==> src/rtl/spi_regacc_pkg.sv <==
package spi_regacc_pkg;
  localparam int unsigned AW        = 7;
  localparam int unsigned DW        = 8;
  localparam int unsigned RST_BYTES = 8;

  typedef enum logic [1:0] {
    OP_WR   = 2'd0,
    OP_RD   = 2'd1,
    OP_RMW  = 2'd2,
    OP_SRST = 2'd3
  } op_e;

  typedef enum logic [2:0] {
    S_IDLE,
    S_LOAD,
    S_SHIFT,
    S_GAP,
    S_WAIT
  } st_e;
endpackage

==> src/rtl/spi_regacc_crc8.sv <==
module spi_regacc_crc8 #(
  parameter int unsigned NBYTES = 2,
  parameter logic [7:0]  POLY   = 8'h07
) (
  input  logic [8*NBYTES-1:0] msg_i,
  output logic [7:0]          crc_o
);
  logic [7:0] c;
  logic       fb;

  always_comb begin
    c  = 8'h00;
    fb = 1'b0;
    for (int i = 8*NBYTES-1; i >= 0; i--) begin
      fb = c[7] ^ msg_i[i];
      c  = {c[6:0], 1'b0} ^ (fb ? POLY : 8'h00);
    end
  end

  assign crc_o = c;
endmodule

==> src/rtl/spi_regacc_shift.sv <==
module spi_regacc_shift #(
  parameter int unsigned CLK_DIV = 4
) (
  input  logic       clk_i,
  input  logic       rst_ni,
  input  logic       start_i,
  input  logic [7:0] tx_i,
  output logic [7:0] rx_o,
  output logic       done_o,
  output logic       sclk_o,
  output logic       mosi_o,
  input  logic       miso_i
);
  localparam int unsigned CW = (CLK_DIV > 1) ? $clog2(CLK_DIV) : 1;

  logic          active_q, sclk_q, done_q;
  logic [CW-1:0] cnt_q;
  logic [2:0]    bit_q;
  logic [7:0]    txs_q, rxs_q;

  always_ff @(posedge clk_i or negedge rst_ni) begin
    if (!rst_ni) begin
      active_q <= 1'b0;
      sclk_q   <= 1'b0;
      done_q   <= 1'b0;
      cnt_q    <= '0;
      bit_q    <= '0;
      txs_q    <= '0;
      rxs_q    <= '0;
    end else begin
      done_q <= 1'b0;
      if (start_i && !active_q) begin
        active_q <= 1'b1;
        txs_q    <= tx_i;
        cnt_q    <= '0;
        bit_q    <= '0;
        sclk_q   <= 1'b0;
      end else if (active_q) begin
        if (cnt_q == CW'(CLK_DIV-1)) begin
          cnt_q <= '0;
          if (!sclk_q) begin
            sclk_q <= 1'b1;
            rxs_q  <= {rxs_q[6:0], miso_i};  // sample on rising edge
          end else begin
            sclk_q <= 1'b0;
            if (bit_q == 3'd7) begin
              active_q <= 1'b0;
              done_q   <= 1'b1;
            end else begin
              bit_q <= bit_q + 3'd1;
              txs_q <= {txs_q[6:0], 1'b0};
            end
          end
        end else begin
          cnt_q <= cnt_q + CW'(1);
        end
      end
    end
  end

  // present next byte's MSB while idle so MOSI is settled before first edge
  assign mosi_o = active_q ? txs_q[7] : tx_i[7];
  assign sclk_o = sclk_q;
  assign rx_o   = rxs_q;
  assign done_o = done_q;
endmodule

==> src/rtl/spi_regacc.sv <==
module spi_regacc
  import spi_regacc_pkg::*;
#(
  parameter int unsigned CLK_DIV      = 4,
  parameter int unsigned GAP_SCLK     = 2,
  parameter int unsigned RST_WAIT_CYC = 28125,
  parameter logic [6:0]  NOCRC_ADDR   = 7'h5A,
  parameter logic [7:0]  CRC_POLY     = 8'h07
) (
  input  logic          clk_i,
  input  logic          rst_ni,
  input  logic          req_valid_i,
  output logic          req_ready_o,
  input  logic [1:0]    req_op_i,
  input  logic [AW-1:0] req_addr_i,
  input  logic [DW-1:0] req_wdata_i,
  input  logic [DW-1:0] req_mask_i,
  output logic          busy_o,
  output logic          done_o,
  output logic [DW-1:0] rdata_o,
  output logic          crc_err_o,
  output logic          sclk_o,
  output logic          cs_no,
  output logic          mosi_o,
  input  logic          miso_i
);
  localparam int unsigned GAP_CYC = GAP_SCLK * 2 * CLK_DIV;
  localparam int unsigned WMAX    = (RST_WAIT_CYC > GAP_CYC) ? RST_WAIT_CYC : GAP_CYC;
  localparam int unsigned WW      = $clog2(WMAX + 1);
  localparam int unsigned IW      = $clog2(RST_BYTES);

  st_e           st_q;
  op_e           op_q;
  logic [AW-1:0] addr_q;
  logic [DW-1:0] wval_q, mask_q, rx_dat_q, rx_crc_q, rdata_q;
  logic          wr_ph_q, done_q, err_q;
  logic [IW-1:0] idx_q, last_idx;
  logic [WW-1:0] wcnt_q;

  logic          rd_ph, nocrc, crc_bad, sh_done;
  logic [7:0]    cmd, dbyte, crc_tx, crc_exp, tx_byte, sh_rx, merged;

  assign rd_ph   = (op_q == OP_RD) || (op_q == OP_RMW && !wr_ph_q);
  assign nocrc   = (addr_q == NOCRC_ADDR);
  assign cmd     = {rd_ph, addr_q};
  assign dbyte   = rd_ph ? 8'h00 : wval_q;
  assign merged  = (rx_dat_q & ~mask_q) | (wval_q & mask_q);
  assign crc_bad = !nocrc && (crc_exp != rx_crc_q);

  spi_regacc_crc8 #(.NBYTES(2), .POLY(CRC_POLY)) u_crc_tx (
    .msg_i ({cmd, dbyte}),
    .crc_o (crc_tx)
  );

  spi_regacc_crc8 #(.NBYTES(2), .POLY(CRC_POLY)) u_crc_rx (
    .msg_i ({cmd, rx_dat_q}),
    .crc_o (crc_exp)
  );

  always_comb begin
    if (op_q == OP_SRST)  last_idx = IW'(RST_BYTES - 1);
    else if (nocrc)       last_idx = IW'(1);
    else                  last_idx = IW'(2);
    if (op_q == OP_SRST)  tx_byte = 8'hFF;
    else if (idx_q == '0) tx_byte = cmd;
    else if (idx_q == IW'(1)) tx_byte = dbyte;
    else                  tx_byte = crc_tx;
  end

  spi_regacc_shift #(.CLK_DIV(CLK_DIV)) u_shift (
    .clk_i   (clk_i),
    .rst_ni  (rst_ni),
    .start_i (st_q == S_LOAD),
    .tx_i    (tx_byte),
    .rx_o    (sh_rx),
    .done_o  (sh_done),
    .sclk_o  (sclk_o),
    .mosi_o  (mosi_o),
    .miso_i  (miso_i)
  );

  always_ff @(posedge clk_i or negedge rst_ni) begin
    if (!rst_ni) begin
      st_q     <= S_IDLE;
      op_q     <= OP_WR;
      addr_q   <= '0;
      wval_q   <= '0;
      mask_q   <= '0;
      rx_dat_q <= '0;
      rx_crc_q <= '0;
      rdata_q  <= '0;
      wr_ph_q  <= 1'b0;
      done_q   <= 1'b0;
      err_q    <= 1'b0;
      idx_q    <= '0;
      wcnt_q   <= '0;
    end else begin
      done_q <= 1'b0;
      unique case (st_q)
        S_IDLE: if (req_valid_i) begin
          op_q    <= op_e'(req_op_i);
          addr_q  <= req_addr_i;
          wval_q  <= req_wdata_i;
          mask_q  <= req_mask_i;
          wr_ph_q <= 1'b0;
          idx_q   <= '0;
          st_q    <= S_LOAD;
        end
        S_LOAD: st_q <= S_SHIFT;
        S_SHIFT: if (sh_done) begin
          if (rd_ph && idx_q == IW'(1)) rx_dat_q <= sh_rx;
          if (rd_ph && idx_q == IW'(2)) rx_crc_q <= sh_rx;
          if (idx_q == last_idx) begin
            st_q   <= S_GAP;
            wcnt_q <= '0;
          end else begin
            idx_q <= idx_q + IW'(1);
            st_q  <= S_LOAD;
          end
        end
        S_GAP: if (wcnt_q == WW'(GAP_CYC - 1)) begin
          wcnt_q <= '0;
          unique case (op_q)
            OP_SRST: st_q <= S_WAIT;
            OP_WR: begin
              st_q <= S_IDLE; done_q <= 1'b1; rdata_q <= '0; err_q <= 1'b0;
            end
            OP_RD: begin
              st_q <= S_IDLE; done_q <= 1'b1; rdata_q <= rx_dat_q; err_q <= crc_bad;
            end
            default: begin
              if (wr_ph_q) begin
                st_q <= S_IDLE; done_q <= 1'b1; rdata_q <= rx_dat_q; err_q <= 1'b0;
              end else if (crc_bad || merged == rx_dat_q) begin
                st_q <= S_IDLE; done_q <= 1'b1; rdata_q <= rx_dat_q; err_q <= crc_bad;
              end else begin
                wval_q  <= merged;
                wr_ph_q <= 1'b1;
                idx_q   <= '0;
                st_q    <= S_LOAD;
              end
            end
          endcase
        end else begin
          wcnt_q <= wcnt_q + WW'(1);
        end
        S_WAIT: if (wcnt_q == WW'(RST_WAIT_CYC - 1)) begin
          st_q <= S_IDLE; done_q <= 1'b1; rdata_q <= '0; err_q <= 1'b0;
        end else begin
          wcnt_q <= wcnt_q + WW'(1);
        end
        default: st_q <= S_IDLE;
      endcase
    end
  end

  assign req_ready_o = (st_q == S_IDLE);
  assign busy_o      = !req_ready_o;
  assign cs_no       = !(st_q == S_LOAD || st_q == S_SHIFT);
  assign done_o      = done_q;
  assign rdata_o     = rdata_q;
  assign crc_err_o   = err_q;
endmodule

==> config.mk <==
export PLATFORM = sky130hd
export DESIGN_NAME = spi_regacc
export DESIGN_NICKNAME = d
export VERILOG_FILES = /design/src/rtl/spi_regacc_pkg.sv /design/src/rtl/spi_regacc_crc8.sv /design/src/rtl/spi_regacc_shift.sv /design/src/rtl/spi_regacc.sv
export SDC_FILE = /design/constraint.sdc
export NUM_CORES = 1
export LEC_CHECK = 0
export CAP_MARGIN = 5
export CORE_ASPECT_RATIO = 1.1
export CORE_MARGIN = 1.5
export CORE_UTILIZATION = 55
export CTS_BUF_LIST = sky130_fd_sc_hd__clkbuf_4
export CTS_CLUSTER_DIAMETER = 30
export DETAILED_ROUTE_END_ITERATION = 8
export HOLD_SLACK_MARGIN = 0.06
export PLACE_DENSITY_LB_ADDON = 0.05
export SKIP_CTS_REPAIR_TIMING = 1
export SLEW_MARGIN = 0
export SYNTH_ARGS = -nofsm -noshare
export SYNTH_HDL_FRONTEND = slang
export SYNTH_SLANG_ARGS = --single-unit
==> constraint.sdc <==
create_clock -name clk_i -period 6.6 [get_ports clk_i]
set_input_delay 0.66 -clock clk_i [delete_from_list [all_inputs] [get_ports clk_i]]
set_output_delay 0.66 -clock clk_i [all_outputs]
set_load 0.005 [all_outputs]
---- After elaboration in Yosys (flattened, before gate mapping) ----
Cells that the tools add are included.
word-level totals
  output and inout bits ................... 15
  input port bits ......................... 29
  register bits ........................... 97
cells by class
  bitwise logic cells ..................... 52
  mux-type cells .......................... 110
  reduce and logical (&&, ||, !) cells .... 37
  $add $sub $neg .......................... 4
  eq/ne operators ......................... 30
operator list
  cell                                                  number
  bitwise XOR 8 bit                                     21
  2-to-1 mux 8 bit                                      18
  2-to-1 mux 3 bit                                      41
  2-to-1 mux 15 bit                                     4
  one-hot mux 15 bit (3 select lines)                   1
  one-hot mux 8 bit (2 select lines)                    2
  2-to-1 mux 1 bit                                      30
  one-hot mux 8 bit (3 select lines)                    1
  bitwise XOR 1 bit                                     22
  inequality test 2 bit, second input constant          10
  AND reduction 4 bit                                   5
  bitwise AND 8 bit                                     2
  bitwise XOR 8 x 3 -> 8 bit                            2
  adder 15 x 1 -> 15 bit, second input constant         1
  equality test 15 bit, second input constant           1
  equality test 15 x 4 -> 1 bit, second input constant  1
  one-hot mux 3 bit (5 select lines)                    1
  2-to-1 mux 2 bit                                      5
  nonzero test 2 bit                                    5
  equality test 3 x 2 -> 1 bit, second input constant   3
  one-hot mux 3 bit (3 select lines)                    1
  equality test 8 bit                                   1
  inequality test 8 bit                                 1
  inverter 8 bit                                        1
  other kinds (29)                                      53

---- Logic depth before layout (Yosys ltp) ----
  depth in word-level cells ............... 55
  mapped depth ............................ 12

---- Modules after synthesis ----
From an unflattened synthesis, not the netlist that was laid out.
second synthesis, totals
  cell total of the unflattened synthesis .. 588
  area total of the unflattened synthesis .. 6276.0 um2
by module, submodules not included
  module            instances  cells an instance  area each (um2)  seq. area each (um2)
  spi_regacc        1          448                4510.6           1826.8
  spi_regacc_shift  1          82                 1067.3           600.6
  spi_regacc_crc8   2          29                 349.1            0.0

---- Least setup slack after synthesis ----
No wires, ideal clock.
  path type ............................... reg-to-reg
  from .................................... register addr_q[2]
  to ...................................... register err_q (netlist: crc_err_o)
  data arrival time ....................... 2.761 ns
  setup slack ............................. 3.714 ns
  setup time .............................. 0.125 ns
  cell stages (with the launch flop) ...... 12
  path buffers ............................ 1
  required time ........................... 6.475 ns
  cell sequence ........................... dfrtp_1 -> inv_1 -> ha_1 -> xnor2_1 -> xnor2_1 -> xnor3_1 -> mux2i_1 -> o2111ai_2 -> nor3_2 -> o32ai_1 -> buf_6 -> mux2_4
on the way
  word-level cells in the longest chain between the ends .. 22
  elaborated cells on any way between the ends .. 31
  classes of those cells .................. 3 x eq/ne; 9 x mux; 15 x bitwise; 4 x reduce/logical
ends and longest elaborated chain
  element                                                        RTL line                                      source
  from (decl)                                                    spi_regacc.sv:34                              logic [AW-1:0] addr_q;
  from (signal assigned)                                         spi_regacc.sv:102                             addr_q <= req_addr_i;
  bitwise XOR 1 bit                                              spi_regacc_crc8.sv:15                         fb = c[7] ^ msg_i[i];
  2-to-1 mux 3 bit                                               spi_regacc_crc8.sv:16                         c = {c[6:0], 1'b0} ^ (fb ? POLY : 8'h00);
  bitwise XOR 8 bit (6 in series)                                spi_regacc_crc8.sv:16
  bitwise XOR 8 bit / bitwise XOR 1 bit (equally long branches)  spi_regacc_crc8.sv:16, spi_regacc_crc8.sv:15
  bitwise XOR 8 bit (tied with other cells)                      spi_regacc_crc8.sv:16
  bitwise XOR 1 bit (tied with other cells)                      spi_regacc_crc8.sv:15
  2-to-1 mux 3 bit / bitwise XOR 8 bit (equally long branches)   spi_regacc_crc8.sv:16
  bitwise XOR 8 bit (2 in series)                                spi_regacc_crc8.sv:16
  bitwise XOR 8 x 3 -> 8 bit                                     spi_regacc_crc8.sv:16
  inequality test 8 bit                                          spi_regacc.sv:48                              assign crc_bad = !nocrc && (crc_exp != rx_crc_q);
  logical AND 1 bit *                                            spi_regacc.sv:48
  2-to-1 mux 1 bit                                               spi_regacc.sv:134                             end else if (crc_bad || merged == rx_dat_q) begin
  2-to-1 mux 1 bit                                               spi_regacc.sv:132                             if (wr_ph_q) begin
  one-hot mux 1 bit (3 select lines)                             spi_regacc.sv:123                             unique case (op_q)
  2-to-1 mux 1 bit                                               spi_regacc.sv:121                             S_GAP: if (wcnt_q == WW'(GAP_CYC - 1)) begin
  one-hot mux 1 bit (2 select lines)                             spi_regacc.sv:99                              unique case (st_q)
  to (signal assigned)                                           spi_regacc.sv:126                             st_q <= S_IDLE; done_q <= 1'b1; rdata_q <= '0; err_q <= 1'b0;
  to (signal assigned)                                           spi_regacc.sv:133                             st_q <= S_IDLE; done_q <= 1'b1; rdata_q <= rx_dat_q; err_q <= 1'b0;
  to (signal assigned)                                           spi_regacc.sv:135                             st_q <= S_IDLE; done_q <= 1'b1; rdata_q <= rx_dat_q; err_q <= crc_bad;
  to (decl)                                                      spi_regacc.sv:36                              logic wr_ph_q, done_q, err_q;
Mark *: on every way between the ends. The rest lies on a longest branch, timed or not. The select of a mux whose other input is x is not followed.
A chain may end at the register's enable or synchronous reset.

---- Final worst setup path ----
  from .................................... register addr_q[5]
  to ...................................... output port mosi_o
on the way
  word-level cells in the longest chain between the ends .. 22
  elaborated cells on any way between the ends .. 26
  classes of those cells .................. 8 x mux; 18 x bitwise
ends and longest elaborated chain
  element                                                        RTL line                                      source
  bitwise XOR 1 bit *                                            spi_regacc_crc8.sv:15
  2-to-1 mux 3 bit *                                             spi_regacc_crc8.sv:16
  bitwise XOR 8 bit * (6 in series)                              spi_regacc_crc8.sv:16
  bitwise XOR 1 bit / bitwise XOR 8 bit (equally long branches)  spi_regacc_crc8.sv:15, spi_regacc_crc8.sv:16
  2-to-1 mux 3 bit (tied with other cells)                       spi_regacc_crc8.sv:16
  bitwise XOR 8 bit * (7 in series)                              spi_regacc_crc8.sv:16
  bitwise XOR 8 x 3 -> 8 bit *                                   spi_regacc_crc8.sv:16
  2-to-1 mux 8 bit *                                             spi_regacc.sv:66                              else if (idx_q == IW'(1)) tx_byte = dbyte;
  2-to-1 mux 8 bit *                                             spi_regacc.sv:65                              else if (idx_q == '0) tx_byte = cmd;
  2-to-1 mux 8 bit *                                             spi_regacc.sv:64                              if (op_q == OP_SRST) tx_byte = 8'hFF;
  2-to-1 mux 1 bit *                                             spi_regacc_shift.sv:62                        assign mosi_o = active_q ? txs_q[7] : tx_i[7];
  to (decl)                                                      spi_regacc.sv:24                              output logic mosi_o,
Mark *: on every way between the ends. The rest lies on a longest branch, timed or not.

==> impl_metrics.json <==
{
  "syn_area_per_cell_um2": 10.07,
  "crit_path_cell_trace": "inv_1 -> ha_1 -> xor3_1 -> nor4_1 -> a21oi_1 -> a2bb2oi_1 -> o22ai_1 -> nand2_1 -> nand3_1 -> mux2_2 -> clkdlybuf4s50_1",
  "number_of_remaining_drc_errors": 0,
  "worst-path-stages": 11,
  "dr.first_iter.drc_count": 297,
  "multi_input_area_um2": 3508,
  "worstMarginPinSlew_ns": 1.068,
  "areaGrowthSynthToFinish_pct": 9.935,
  "yosysWarningCount": 0,
  "drt-vias-per-instance": 5.954,
  "crit_path_start_kind": "register",
  "hold_viol": 0,
  "slowest_delay_ns": 0.52,
  "worstPathArrival_ns": 3.37,
  "clk_transition_reported_paths_ns": 0.19,
  "fp.coreArea_um2": 10960,
  "setup_total_negative_slack_ns": 0,
  "antenna_found_initial": 0,
  "grt_start_max_net_pins": 63,
  "std_cell_rows": 40,
  "timing.critical_path.buf_inv": 2,
  "drive_gt1_frac": 0.1283,
  "maxSlewViolCount": 0,
  "sequential_cell_area_um2": 2427,
  "syn-num-nets": 654,
  "setup_violations": 0,
  "num-fill-cells": 933,
  "fmax_achieved_mhz": 247.9,
  "postSynth.topFlopCell": "dfrtp_1",
  "finalInstanceArea_um2": 6798,
  "num_vias": 4680,
  "gpl.final_weighted_congestion": 0.9405,
  "cts_root_buf": "clkbuf_4",
  "design.portCount": 44,
  "placed_inst_area_um2": 6660,
  "grt_pass1_wl_mm": 23.77,
  "clock_sink_count": 97,
  "grt.total_usage": 0.2574,
  "initial_utilization": 0.5642,
  "power.leakage_nw": 3.149,
  "rsz_0062_raised_after_global_routing": "false",
  "cts_max_level": 3,
  "holdCritPathClass": "input pin to async pin",
  "setup_ws_ns": 2.566,
  "yosys_register_bits": 97,
  "p_per_area_nw_per_um2": 141.1,
  "timing.reg2reg.worst_path_depth": 8,
  "setup.worst_path.end_class": "output pin",
  "die-area_um2": 11890,
  "vdd_drop_max_uv": 117.7,
  "synthCells": 614,
  "route.detailed.wl_per_inst_um": 18.54,
  "worst-path-max-fanout": 7,
  "run_status": "finished, final reports clean",
  "slew_headroom": 0.2879,
  "final.period_utilization": 0.6113,
  "cell_family_with_the_largest_share_of_critical_path_delay": "buffers and inverters",
  "critPathSlowestCell": "dfrtp_1",
  "cts_tree": "yes",
  "synth-edff-count": 0,
  "finalNetCount": 674,
  "worstPathRequired_ns": 5.94,
  "grt_overflow": 0,
  "syn-cell-area_um2": 6183,
  "cts_buffers": 9,
  "die_h_um": 114.2,
  "grt_pass1_vias": 4682,
  "route.final.wire_length_mm": 14.57,
  "clk-insertion-delay-late_ns": 0.50,
  "yosysUniqueCellTypes": 69,
  "pre_cts_setup_slack_ns": 2.850,
  "ys_async_sr_fraction": 1.000,
  "num_antenna_cells": 0,
  "detailedRoute.firstPassIterationCount": 5,
  "cts_buffer_depth": 2,
  "drv.max_cap_violation_count": 0,
  "drt.antenna.violating_nets": 0,
  "die_x_um": 104.1,
  "seq_area_frac_synth": 0.3926,
  "placement.io_buffers": 43,
  "skew_ns": 0.03123,
  "final_period_minus_worst_setup_slack_ns": 4.034,
  "timing_worst_setup_path_type": "register to output pin",
  "place.detailed.hpwl_mm": 10.71
}
-- layer usage --
layer	share of wire	GRT usage
met1	0.47	0.3425
met3	0.039	0.03927
met2	0.47	0.4336
met4	0.019	0.08796
met5	0	0
-- worst register-to-register path: stages, from the launching register on --
cell and delay [ns]:
dfrtp_1 0.53, nor2b_1 0.27, nor2_2 0.66, xnor3_1 0.46, mux2_4 0.33, o2111ai_2 0.12, nor3_2 0.08, o32ai_2 0.90
mux2_4 0.35
-- final cells by class --
class                   instances  area share
multi-input cells             456      0.5161
flip-flops and latches         97      0.3571
repair buffers                 46     0.06626
well taps                     147     0.02706
inverters                      24     0.01325
clock inverters                 7     0.01031
clock buffers                   9    0.009939
-- cell usage in the layout, fill, tap and decap left out, drive strengths merged, types with 3 or more instances in the layout --
cell type / n
o211ai: 13
nor3: 11
nand2: 53
nand4: 13
nand3: 20
o32a: 8
dfrtp: 97
xor3: 4
ha: 11
o41ai: 4
nor2: 52
a22oi: 9
xnor3: 13
nor4: 3
nand2b: 6
and2: 7
and3: 6
inv: 28
a211o: 3
a21oi: 18
mux2i: 22
buf: 4
o21ai: 26
clkdlybuf4s50: 42
xor2: 28
xnor2: 33
mux2: 43
nor2b: 4
or3: 10
nand3b: 3
o22ai: 4
clkbuf: 9
-- synth_stat cells, types with 3 or more instances --
| library cell | n | area share |
|---|---|---|
| a211o_1 | 3 | 0.0043 |
| a21oi_1 | 17 | 0.014 |
| a22oi_1 | 9 | 0.011 |
| and2_1 | 5 | 0.0051 |
| and3_1 | 6 | 0.0061 |
| buf_1 | 4 | 0.0024 |
| buf_2 | 6 | 0.0049 |
| clkbuf_1 | 24 | 0.015 |
| dfrtp_1 | 97 | 0.39 |
| ha_1 | 11 | 0.022 |
| inv_1 | 24 | 0.015 |
| mux2_2 | 41 | 0.075 |
| mux2i_1 | 22 | 0.036 |
| nand2_1 | 53 | 0.032 |
| nand2b_1 | 6 | 0.0061 |
| nand3_1 | 20 | 0.016 |
| nand3b_1 | 3 | 0.0036 |
| nand4_1 | 13 | 0.013 |
| nor2_1 | 51 | 0.031 |
| nor2b_1 | 4 | 0.0040 |
| nor3_1 | 10 | 0.0081 |
| o211ai_1 | 13 | 0.016 |
| o21ai_0 | 24 | 0.019 |
| o22ai_1 | 3 | 0.0030 |
| o32a_1 | 8 | 0.013 |
| o41ai_1 | 4 | 0.0057 |
| or3_1 | 8 | 0.0081 |
| xnor2_1 | 33 | 0.047 |
| xnor3_1 | 11 | 0.040 |
| xor2_1 | 28 | 0.040 |
| xor3_1 | 3 | 0.012 |
-- flip-flops by register name (all words and copies together) (netlist names), 3 cells and up --
| name | cells |
|---|---|
| wcnt_q | 15 |
| mask_q | 8 |
| rdata_o | 8 |
| rx_crc_q | 8 |
| rx_dat_q | 8 |
| u_shift.rx_o | 8 |
| u_shift.txs_q | 8 |
| wval_q | 8 |
| addr_q | 7 |
| idx_q | 3 |
| st_q | 3 |
| u_shift.bit_q | 3 |
-- power by group --
group	total (mW)	internal [mW]	switching (mW)	leakage [nW]
clock	0.328	0.0886	0.240	0.0727
sequential	0.599	0.597	0.00225	1.28
combinational	0.0318	0.0167	0.0151	1.79
-- cells by family after synthesis --
family | after synthesis | share of synthesized area
adder cells (fa/ha/maj) | 11 | 0.02226
AO/OA/AOI/OAI | 103 | 0.1184
buffers and inverters | 61 | 0.04128
XOR/XNOR | 78 | 0.1497
multiplexers | 65 | 0.1151
flip-flops | 97 | 0.3926
AND/OR/NAND/NOR | 199 | 0.1607
-- stage by stage --
step | utilization | total power [mW] | cells | hold slack, ns
final | 0.6202 | 0.9593 | 786 | 0.06940
after global routing | 0.6202 | 0.9911 | 786 | 0.07841
after CTS | 0.6202 | 0.9681 | 786 | 0.07055
after detailed placement | 0.6076 | 0.6428 | 770 | 0.5164
after global placement | 0.6076 | 0.6421 | 770 | 0.5061
after floorplan | - | 0.6123 | 614 | 0.3644
-- worst paths after layout --
path / from / to / slack [ns]
worst max register to register: op_q[0] / crc_err_o / 2.82
max in group asynchronous: rst_ni / wcnt_q[1] / 5.36
min in group clk_i: rdata_o[6] / rdata_o[6] / 0.54
worst min register to register: rdata_o[6] / rdata_o[6] / 0.54
worst min-delay path: rst_ni / mask_q[5] / 0.07
worst max-delay path: addr_q[5] / mosi_o / 2.57
No activity file was read; power rests on OpenSTA's default activity.
